[src/rtl/bcd_adjust_pkg.sv]
package bcd_adjust_pkg;
  localparam int BYTE_W = 8;
  localparam int NIB_W  = 4;
  localparam logic [NIB_W-1:0] DIGIT_MAX = 4'd9;
  localparam logic [BYTE_W:0]  FIX_LO = 9'h006;
  localparam logic [BYTE_W:0]  FIX_HI = 9'h060;

  typedef struct packed {
    logic              cy;
    logic [BYTE_W-1:0] val;
  } adj_word_t;
endpackage

[src/rtl/bcd_lo_fix.sv]
module bcd_lo_fix
  import bcd_adjust_pkg::*;
(
  input  adj_word_t word_i,
  input  logic      ac_i,
  output adj_word_t word_o
);
  logic            need_fix;
  logic [BYTE_W:0] sum;

  always_comb begin
    need_fix   = (word_i.val[NIB_W-1:0] > DIGIT_MAX) || ac_i;
    // full-width add: a low carry ripples through the upper digit
    sum        = {1'b0, word_i.val} + (need_fix ? FIX_LO : '0);
    word_o.val = sum[BYTE_W-1:0];
    word_o.cy  = word_i.cy | sum[BYTE_W];
  end
endmodule

[src/rtl/bcd_hi_fix.sv]
module bcd_hi_fix
  import bcd_adjust_pkg::*;
(
  input  adj_word_t word_i,
  output adj_word_t word_o
);
  logic            need_fix;
  logic [BYTE_W:0] sum;

  always_comb begin
    need_fix   = (word_i.val[BYTE_W-1:NIB_W] > DIGIT_MAX) || word_i.cy;
    sum        = {1'b0, word_i.val} + (need_fix ? FIX_HI : '0);
    word_o.val = sum[BYTE_W-1:0];
    word_o.cy  = word_i.cy | sum[BYTE_W];
  end
endmodule

[src/rtl/bcd_adjust.sv]
module bcd_adjust
  import bcd_adjust_pkg::*;
#(
  parameter bit REG_OUT = 1'b1
)(
  input  logic              clk,
  input  logic              rst,
  input  logic              valid_in,
  input  logic [BYTE_W-1:0] acc_in,
  input  logic              cy_in,
  input  logic              ac_in,
  output logic [BYTE_W-1:0] acc_out,
  output logic              cy_out,
  output logic              valid_out
);
  adj_word_t raw_w, mid_w, fin_w;

  assign raw_w.val = acc_in;
  assign raw_w.cy  = cy_in;

  bcd_lo_fix u_lo (.word_i(raw_w), .ac_i(ac_in), .word_o(mid_w));
  bcd_hi_fix u_hi (.word_i(mid_w), .word_o(fin_w));

  generate
    if (REG_OUT) begin : g_reg
      adj_word_t         out_q;
      logic              vld_q;
      logic [BYTE_W-1:0] seen_q;
      logic [BYTE_W-1:0] delta;

      always_ff @(posedge clk) begin
        if (rst) begin
          out_q  <= '0;
          vld_q  <= 1'b0;
          seen_q <= '0;
        end else begin
          vld_q <= valid_in;
          if (valid_in) begin
            out_q  <= fin_w;
            seen_q <= acc_in;
          end
        end
      end

      assign acc_out   = out_q.val;
      assign cy_out    = out_q.cy;
      assign valid_out = vld_q;
      assign delta     = out_q.val - seen_q;

      a_r6_valid_latency: assert property (@(posedge clk) disable iff (rst)
        valid_in |=> valid_out);
      a_r6_idle_latency: assert property (@(posedge clk) disable iff (rst)
        !valid_in |=> !valid_out);
      a_r4_carry_kept: assert property (@(posedge clk) disable iff (rst)
        (valid_in && cy_in) |=> cy_out);
      a_r7_hold: assert property (@(posedge clk) disable iff (rst)
        !valid_in |=> ($stable(acc_out) && $stable(cy_out)));
      a_r5_fix_set: assert property (@(posedge clk) disable iff (rst)
        valid_out |-> (delta == 8'h00 || delta == 8'h06 ||
                       delta == 8'h60 || delta == 8'h66));
      a_r8_reset: assert property (@(posedge clk)
        rst |=> (!valid_out && !cy_out && acc_out == '0));
    end else begin : g_comb
      assign acc_out   = fin_w.val;
      assign cy_out    = fin_w.cy;
      assign valid_out = valid_in;
    end
  endgenerate
endmodule

[config.mk]
export PLATFORM = sky130hd
export DESIGN_NAME = bcd_adjust
export DESIGN_NICKNAME = d
export VERILOG_FILES = /design/src/rtl/bcd_adjust_pkg.sv /design/src/rtl/bcd_lo_fix.sv /design/src/rtl/bcd_hi_fix.sv /design/src/rtl/bcd_adjust.sv
export SDC_FILE = /design/constraint.sdc
export NUM_CORES = 1
export LEC_CHECK = 0
export BUFFER_PORTS_ARGS = -buffer_cell sky130_fd_sc_hd__buf_2
export CELL_PAD_IN_SITES_DETAIL_PLACEMENT = 1
export CELL_PAD_IN_SITES_GLOBAL_PLACEMENT = 1
export CORE_UTILIZATION = 32
export DETAILED_ROUTE_END_ITERATION = 7
export GPL_ROUTABILITY_DRIVEN = 0
export PLACE_DENSITY = 0.81
export SETUP_SLACK_MARGIN = 0.3
export SYNTH_ARGS = -nofsm -noshare
export SYNTH_HDL_FRONTEND = slang
export SYNTH_SLANG_ARGS = --single-unit
[constraint.sdc]
create_clock -name clk -period 3.3 [get_ports clk]
set_clock_uncertainty 0.05 [all_clocks]
set_input_delay 0.66 -clock clk [delete_from_list [all_inputs] [get_ports clk]]
set_output_delay 0.66 -clock clk [all_outputs]
set_load 0.1 [all_outputs]
==> out/results.ini <==
[worst_setup_path]
cp_slowest_cell = or4_4
critPathBufInv = 3
path_cells = buf_6, o21ai_2, nand2b_1, ha_2, inv_2, fa_2, buf_6, nand3b_4, mux2i_1, or4_4, ha_4, a21o_4, or4b_4, a31oi_1
worst_r2r_path_depth = 2
path_class = in2reg
rr_startpoint = acc_out[7]
worst_ep_required_time_ns = 3.44
endpoint = cy_out
r2r-end = acc_out[7]
slowest_delay_ns = 0.53
startpoint = acc_in[2]
r2r_slack_ns = 2.55
worst-path-max-fanout = 3
cp_common_cell = buf_6
cp.depth = 14
crit_family = simple AND/OR/NAND/NOR gates
end_kind = flip-flop
arrival_ns = 3.53
setup.worst_path.start_class = primary input

[sta]
finalCritPeriodShare_pct = 102.5
setup_viol_count_final = 2
slew_viol_final = 0
setup_tns_ns = -0.1582
tightest_slew_ns = 0.5041
rsz0062_at_grt = true
whs_ns = 0.4372
finalHoldViolations = 0
max_freq_ghz = 0.2955
fin_ws_ns = -0.08389
finalCriticalPeriod_ns = 3.384
slew_headroom_pct = 66.08

[global_route]
grt_pass1_vias = 790
grt.total_usage_pct = 20.14
grt_max_degree = 19
grt_pass1_wl_mm = 3.677
antenna_found_initial = 0
gr-total-overflow = 0

[yosys]
syn_area_um2 = 700.7
synthTopCellsByArea = dfxtp_1 (29%), ha_1 (7.1%), mux2i_1 (7.1%)
synth_top_family_by_area = simple AND/OR/NAND/NOR gates
synthXorXnorAreaFrac_pct = 5.000
synth.largest_area_cell = dfxtp_1
yosys.area_share.simple_pct = 25.00
synth_edf_count = 0
synth-adder-area-share_pct = 12.86
synth_top_area_share_pct = 28.57
synth-main-ff-cell = dfxtp_1
async_flop_share_pct = 0
synth_warnings = 0
syn_nets = 98
synth.mux.area_fraction_pct = 7.143
ys_types = 35
ys_seq_area_share_pct = 28.57
syn-mean-instance-area_um2 = 8.869
synth-compound-area-share_pct = 15.89
ys_ff_latch = 10
postSynthCellCount = 79

[placement]
io_buffers = 22
place_area_um2 = 919.6
dp.cells = 133
dp_slack_ns = -0.3637
place_hpwl_mm = 1.442

[layout]
fin_util_pct = 54.81
fin_cells = 144
n_antenna_cell = 0
layout_common_cells = buf_2 (19), buf_4 (16), dfxtp_1 (10)
fillers = 248
final_common_cell = buf_2
drive_above_1_share_pct = 51.28
finalInstanceArea_um2 = 1097
area_growth_pct = 56.61
final_nets = 138

[die]
die-area_um2 = 2381
row_count = 16
ios = 23
die_w_um = 48.80
dieHeight_um = 48.80
coreArea_um2 = 2002
start_util_pct = 35.00

[clocking]
cts_tree = done
path_clk_slew_ns = 0.06
tritoncts_num_sinks = 10
numCtsBuffers = 3
cts_buffer_depth = 2
htreeDepth = 1
hold_buffers = 0
clock_latency_ns = 0.26
cts_root_buf = clkbuf_4

[status]
run_status = complete, but fails checks
violations = negative setup slack

[power_and_ir_drop]
vdd_drop_max_mv = 0.1916
pwr_density_cell_nw_per_um2 = 397.2
total_power_mw = 0.4359
p_leak_nw = 0.5313

[route]
routed_via_density = 5.174
routedWlPerCell_um = 15.35
final_antenna_net_count = 0
vias = 745
drtPass1Iterations = 3
wl_mm = 2.210
drt-initial-drc-count = 3
drc = 0

[job]
maxCapViolCount = 0

[min_path]
hold_class = reg2reg

==> registers in the layout (all words and copies together), names as in the netlist <==
register	count
cy_out	1
valid_out	1
acc_out	8
==> logic make-up (layout without fill, tap and decap cells) <==
| logic type | count (synthesis) | in the layout |
|---|---|---|
| DFF | 10 | 10 |
| buffers and inverters | 10 | 48 |
| muxes | 5 | 5 |
| adders and majority gates | 6 | 6 |
| AOI/OAI and AO/OA | 15 | 15 |
| and+or+nand+nor | 29 | 29 |
| xor gates and xnor gates | 4 | 4 |
==> synthesized netlist by cell type, types with 2 or more instances <==
cell,instances
mux2i_1,5
nand3b_1,3
nand2b_1,3
o21ai_0,2
a211oi_1,3
nor2_1,9
xnor2_1,3
fa_1,2
dfxtp_1,10
buf_1,2
nand2_1,3
nor4_1,2
nand3_1,2
inv_1,6
ha_1,4
==> per-layer routing <==
metal  global-route usage [%]  part of all wire, %
met5                        0                    0
met4                    5.882                  1.8
met3                    3.115                  3.7
met2                    38.66                   52
met1                    22.50                   42
==> timing repair <==
action                                 in CTS  in global routing
pin swaps                                   9                  3
setup buffers                               7                  1
endpoints found under the hold margin       0                  0
setup endpoints to repair                   3                  3
resized for setup                          15                  1
==> worst register-to-register path, stage by stage, from the launching register on <==
cell,delay [ns]
dfxtp_1,0.33
nor2_1,0.04
nor4_1,0.24
==> where the power goes <==
group	switching (mW)	internal (mW)
Sequential	0.00488	0.131
Clock	0.0368	0.0419
Combinational	0.143	0.0782
Total	0.184	0.251
==> worst min path at each step <==
stage	startpoint	endpoint	slack (ns)	cells after the start
3_5_place_dp	acc_out[7]	acc_out[7]	0.42	2
6_report	acc_out[4]	acc_out[4]	0.44	2
5_1_grt	acc_out[7]	acc_out[7]	0.46	2
4_1_cts	acc_out[7]	acc_out[7]	0.44	2
2_1_floorplan	acc_in[0]	acc_out[0]	0.76	2
3_3_place_gp	acc_out[0]	acc_out[0]	0.42	2
==> cell type report <==
cell class,instances,area (um2),share of cell area [%]
sequential,10,200.2,18.24
clock buffer,3,22.52,2.052
tap,27,33.78,3.079
inverter,6,22.52,2.052
timing repair buffer,39,260.3,23.72
multi-input combinational,59,558.0,50.86
Power figures use the tool's default switching activity.
